## config.mk

```make
export PLATFORM = sky130hd
export DESIGN_NAME = i2c_scl_timer
export DESIGN_NICKNAME = d
export VERILOG_FILES = /design/src/rtl/i2c_scl_timer_pkg.sv /design/src/rtl/scl_tick_gen.sv /design/src/rtl/scl_in_sync.sv /design/src/rtl/scl_phase_fsm.sv /design/src/rtl/i2c_scl_timer.sv
export SDC_FILE = /design/constraint.sdc
export NUM_CORES = 1
export LEC_CHECK = 0
export ABC_AREA = 1
export CORE_ASPECT_RATIO = 0.75
export CORE_MARGIN = 8
export CORE_UTILIZATION = 55
export DETAILED_ROUTE_END_ITERATION = 8
export PLACE_DENSITY = 0.77
export SLEW_MARGIN = 15
export SYNTH_ARGS = -nofsm -noshare
export SYNTH_HDL_FRONTEND = slang
export SYNTH_HIERARCHICAL = 1
export SYNTH_SLANG_ARGS = --single-unit
```

## constraint.sdc

```tcl
create_clock -name clk -period 2.05 [get_ports clk]
set_input_delay 0.41 -clock clk [delete_from_list [all_inputs] [get_ports clk]]
set_output_delay 0.41 -clock clk [all_outputs]
set_load 0.05 [all_outputs]
```

## src/rtl/i2c_scl_timer_pkg.sv

```systemverilog
package i2c_scl_timer_pkg;

   typedef enum logic [1:0] {
      PH_IDLE  = 2'd0,
      PH_LOW   = 2'd1,
      PH_WAITH = 2'd2,
      PH_HIGH  = 2'd3
   } scl_phase_e;

   localparam int unsigned BASE_HALF = 10;
   localparam int unsigned GAP_STEP  = 4;

endpackage

```

## src/rtl/scl_tick_gen.sv

```systemverilog
module scl_tick_gen #(
   parameter int unsigned CDF_W = 2
) (
   input  logic             clk,
   input  logic             rst_n,
   input  logic             run,
   input  logic [CDF_W-1:0] cdf,
   output logic             tick
);

   logic [CDF_W-1:0] pre_cnt;

   assign tick = run && (pre_cnt == cdf);

   always_ff @(posedge clk or negedge rst_n) begin
      if (!rst_n)
         pre_cnt <= '0;
      else if (!run || tick)
         pre_cnt <= '0;
      else
         pre_cnt <= pre_cnt + 1'b1;
   end

endmodule

```

## src/rtl/scl_in_sync.sv

```systemverilog
module scl_in_sync #(
   parameter int unsigned STAGES = 2
) (
   input  logic clk,
   input  logic rst_n,
   input  logic d,
   output logic q
);

   generate
      if (STAGES == 0) begin : g_bypass
         assign q = d;
      end else begin : g_chain
         logic [STAGES-1:0] chain;
         always_ff @(posedge clk or negedge rst_n) begin
            if (!rst_n) chain[0] <= 1'b1;
            else        chain[0] <= d;
         end
         for (genvar i = 1; i < STAGES; i++) begin : g_stage
            always_ff @(posedge clk or negedge rst_n) begin
               if (!rst_n) chain[i] <= 1'b1;
               else        chain[i] <= chain[i-1];
            end
         end
         assign q = chain[STAGES-1];
      end
   endgenerate

endmodule

```

## src/rtl/scl_phase_fsm.sv

```systemverilog
module scl_phase_fsm
   import i2c_scl_timer_pkg::*;
#(
   parameter int unsigned HALF_W = 9
) (
   input  logic              clk,
   input  logic              rst_n,
   input  logic              enable,
   input  logic              tick,
   input  logic              scl_seen,
   input  logic [HALF_W-1:0] half,
   input  logic [HALF_W-1:0] mid,
   output logic              run,
   output logic              scl_low_en,
   output logic              drv_stb,
   output logic              smp_stb
);

   scl_phase_e        ph;
   logic [HALF_W-1:0] cnt;
   logic [HALF_W-1:0] last;
   logic              at_end;

   assign last   = half - HALF_W'(1);
   assign at_end = (cnt == last);

   always_ff @(posedge clk or negedge rst_n) begin
      if (!rst_n) begin
         ph  <= PH_IDLE;
         cnt <= '0;
      end else if (!enable) begin
         ph  <= PH_IDLE;
         cnt <= '0;
      end else begin
         unique case (ph)
            PH_IDLE: begin
               ph  <= PH_LOW;
               cnt <= '0;
            end
            PH_LOW: begin
               if (tick) begin
                  if (at_end) begin
                     ph  <= PH_WAITH;
                     cnt <= '0;
                  end else begin
                     cnt <= cnt + 1'b1;
                  end
               end
            end
            PH_WAITH: begin
               if (tick && scl_seen) begin
                  ph  <= PH_HIGH;
                  cnt <= '0;
               end
            end
            PH_HIGH: begin
               if (tick) begin
                  if (at_end) begin
                     ph  <= PH_LOW;
                     cnt <= '0;
                  end else begin
                     cnt <= cnt + 1'b1;
                  end
               end
            end
            default: begin
               ph  <= PH_IDLE;
               cnt <= '0;
            end
         endcase
      end
   end

   assign run        = (ph != PH_IDLE);
   assign scl_low_en = (ph == PH_LOW);
   assign drv_stb    = tick && (ph == PH_LOW)  && (cnt == mid);
   assign smp_stb    = tick && (ph == PH_HIGH) && (cnt == mid);

endmodule

```

## src/rtl/i2c_scl_timer.sv

```systemverilog
module i2c_scl_timer
   import i2c_scl_timer_pkg::*;
#(
   parameter int unsigned CDF_W       = 2,
   parameter int unsigned GAP_W       = 6,
   parameter int unsigned SYNC_STAGES = 2,
   localparam int unsigned DIV_W      = CDF_W + GAP_W
) (
   input  logic             clk,
   input  logic             rst_n,
   input  logic             enable,
   input  logic [DIV_W-1:0] div_word,
   input  logic             scl_in,
   output logic             scl_low_en,
   output logic             sda_drive_stb,
   output logic             sda_sample_stb
);

   localparam int unsigned HALF_MAX = BASE_HALF + GAP_STEP * ((1 << GAP_W) - 1);
   localparam int unsigned HALF_W   = $clog2(HALF_MAX + 1);

   generate
      if (CDF_W < 1 || CDF_W > 8) begin : g_bad_cdf
         $error("CDF_W must lie in 1..8");
      end
      if (GAP_W < 1 || GAP_W > 8) begin : g_bad_gap
         $error("GAP_W must lie in 1..8");
      end
      if (SYNC_STAGES > 4) begin : g_bad_sync
         $error("SYNC_STAGES must lie in 0..4");
      end
   endgenerate

   logic [CDF_W-1:0]  cdf;
   logic [GAP_W-1:0]  gap;
   logic [HALF_W-1:0] half;
   logic [HALF_W-1:0] mid;
   logic              tick;
   logic              run;
   logic              scl_seen;

   assign cdf  = div_word[CDF_W-1:0];
   assign gap  = div_word[DIV_W-1:CDF_W];
   assign half = HALF_W'(BASE_HALF) + (HALF_W'(gap) << 2);
   assign mid  = half >> 1;

   scl_tick_gen #(.CDF_W(CDF_W)) u_tick (
      .clk   (clk),
      .rst_n (rst_n),
      .run   (run),
      .cdf   (cdf),
      .tick  (tick)
   );

   scl_in_sync #(.STAGES(SYNC_STAGES)) u_sync (
      .clk   (clk),
      .rst_n (rst_n),
      .d     (scl_in),
      .q     (scl_seen)
   );

   scl_phase_fsm #(.HALF_W(HALF_W)) u_fsm (
      .clk        (clk),
      .rst_n      (rst_n),
      .enable     (enable),
      .tick       (tick),
      .scl_seen   (scl_seen),
      .half       (half),
      .mid        (mid),
      .run        (run),
      .scl_low_en (scl_low_en),
      .drv_stb    (sda_drive_stb),
      .smp_stb    (sda_sample_stb)
   );

endmodule

```

==> results.py <==
metrics = {
    "yosys": {
        "netlist.area_leader.share_pct": 23.6,
        "yosys_warnings": 6,
        "yosysSeqAreaShare_pct": 27.4,
        "ys_top_cells_by_area": "dfrtp_1 (24%), nand2_1 (15%), inv_1 (11%)",
        "syn_inst": 205,
        "synth_area_um2": 1380,
        "yosys.area.top_type": "dfrtp_1",
        "synth_cell_type_count": 29,
        "ys_ff_latch": 15,
        "avgSynthCellArea_um2": 6.73,
    },
    "power_and_ir_drop": {
        "ir_drop_mv": 0.698,
        "power_density_nw_per_um2": 680,
        "p_leak_nw": 0.977,
    },
    "die": {
        "fp.dieH_um": 59.4,
        "start_util_pct": 58.8,
        "pin_count": 15,
        "num_rows": 15,
        "core_area_um2": 2350,
        "die_w_um": 73.8,
        "dieArea_um2": 4380,
    },
    "cts": {
        "ctsHtreeMaxLevel": 1,
        "cts_tree": "yes",
        "cts.sinks": 15,
        "cts_max_path_buffers": 2,
        "cts_buffers": 3,
        "clk_latency_ps": 290,
        "cts_hold_buf": 0,
        "cts_root_buffer": "clkbuf_4",
        "path_clk_slew_ps": 90,
    },
    "setup_path": {
        "cp_max_fo": 3,
        "critPathLaunchType": "input pin",
        "cp_cell_sequence": "buf_8 -> ha_4 -> xor2_2 -> xor2_1 -> nor4_1 -> nand4_1 -> nor3_4 -> buf_12",
        "path_delay_family": "simple AND/OR/NAND/NOR gates",
        "critical_path.slowest_cell": "nor3_4",
        "slowest_delay_ps": 280,
        "startpoint": "div_word[4]",
        "reg2reg_from": "u_fsm/ph[0]",
        "critPathKind": "in2out",
        "cp.buffers_inverters": 2,
        "critical_path_required_ps": 1640,
        "cp.arrival_ps": 1950,
        "end_kind": "output pin",
    },
    "timing": {
        "slew_viol_final": 0,
        "setup_tns_ps": -575,
        "setup_viol": 2,
        "hold_viol_final": 0,
        "fmax_mhz": 423,
        "rsz0062_at_grt": "yes",
        "slew_headroom_pct": 55.7,
        "period_share_pct": 115,
        "skew_ps": 8.39,
        "worstMarginPinSlew_ps": 663,
        "period_minus_slack_ps": 2360,
        "fin_ws_ps": -315,
    },
    "detailed_routing": {
        "viasPerCell": 5.06,
        "via_count": 1436,
        "drt.antenna.violating_nets": 0,
        "drtIter0Drc": 96,
        "routedWlPerCell_um": 12.7,
        "finalWirelength_um": 3620,
        "drtPass1Iterations": 4,
        "drc_errors": 0,
    },
    "layout": {
        "num-nets-final": 270,
        "antenna_cells": 0,
        "final_cell_mix": "nand2_1 (54), inv_1 (37), buf_4 (25)",
        "drive_gt1_share_pct": 23.6,
        "syn_to_final_growth_pct": 34.0,
        "final_common_cell": "nand2_1",
    },
    "min_path": {
        "hp-start": "u_sync/g_chain.chain[0]",
        "hp-class": "reg2reg",
    },
    "global_routing": {
        "grt_pass1_wl_um": 5440,
        "grt_util_all_layers_pct": 16.1,
        "met3_usage_pct": 4.22,
        "use_met1_pct": 22.0,
        "use_met2_pct": 23.6,
        "grt_pass1_vias": 1249,
        "grt_max_degree": 16,
        "antenna_found_initial": 0,
        "grt-busiest-layer": "met2",
        "overflow": 0,
    },
    "outcome": {
        "outcome": "finished with violations",
        "violations": "negative setup slack",
    },
    "placed_design": {
        "port_buffers": 14,
        "place.gp.congestion": 0.931,
        "preCtsSetupSlack_ps": -759,
        "hpwl_um": 2750,
    },
    "flow_run": {
        "max_cap_violations": 0,
    },
}
[state kept, by name (all words and copies together), names as in the netlist]
name                  count
u_sync/q                  1
u_fsm/cnt                 9
u_sync/g_chain.chain      1
u_fsm/ph                  2
u_tick/pre_cnt            2
[layout make-up]
cell class	instances	area, um2
multi-input cells	153	920
fillers	179	497
flip-flops and latches	15	378
repair buffers	38	333
inverters	40	150
well taps	34	42.5
clock buffers	4	26.3
[where the power goes]
part | switching [mW] | total, mW | internal [mW]
sequential | 0.0427 | 0.388 | 0.345
combinational | 0.422 | 0.701 | 0.279
clock | 0.0928 | 0.168 | 0.0757
[stage by stage]
stage	total power, mW	area [um2]	instances	hold WS (ps)	util, %
2_1_floorplan	0.831	1440	210	114	-
3_3_place_gp	0.988	1780	276	347	75.9
3_5_place_dp	1.02	1780	276	352	75.9
4_1_cts	1.20	1810	281	355	77.3
5_1_grt	1.34	1850	284	357	78.8
6_report	1.26	1850	284	352	78.8
[cells in the mapped netlist, drive strengths merged]
master and count:
ha 7, xnor2 6, mux2i 1, o211a 1, a21oi 1, dfrtp 13
o21ai 6, nand4 4, dfstp 2, o22ai 9, clkbuf 1, nor2 20
or2 1, buf 1, conb 2, nor3 4, nand3 15, inv 40
nand2 58, a32oi 1, nor4 1, a221oi 1, xor2 10
[per-layer routing]
layer  vias to the layer above  part of all wire, %
li1                        722                    -
met1                       653                   44
met2                        55                   46
met3                         6                  8.1
met4                         0                  1.3
met5                         -                    0
[final timing paths]
path	endpoint	slack [ps]	cells past startpoint
min reg2reg	u_sync/q	350	0
min	u_sync/q	350	0
max reg2reg	u_fsm/cnt[6]	70	11
max in group asynchronous	u_tick/pre_cnt[0]	1100	1
min in group asynchronous	u_fsm/ph[0]	520	1
max	sda_sample_stb	-310	8
[kinds of logic after synthesis]
group,share of synthesized area (%)
DFF,27.4
xor gates and xnor gates,10.2
adders and majority gates,6.35
and+or+nand+nor,34.1
buffers and inverters,11.6
other,0.544
AOI/OAI and AO/OA,9.16
muxes,0.725
[repair_timing]
item | in CTS | in global routing
pin swaps | 5 | 4
buffers inserted | 1 | 3
resized for setup | 20 | 7
hold endpoints to repair | 0 | 0
endpoints found under the setup margin | 13 | 13
(Power assumes the default switching activity.)
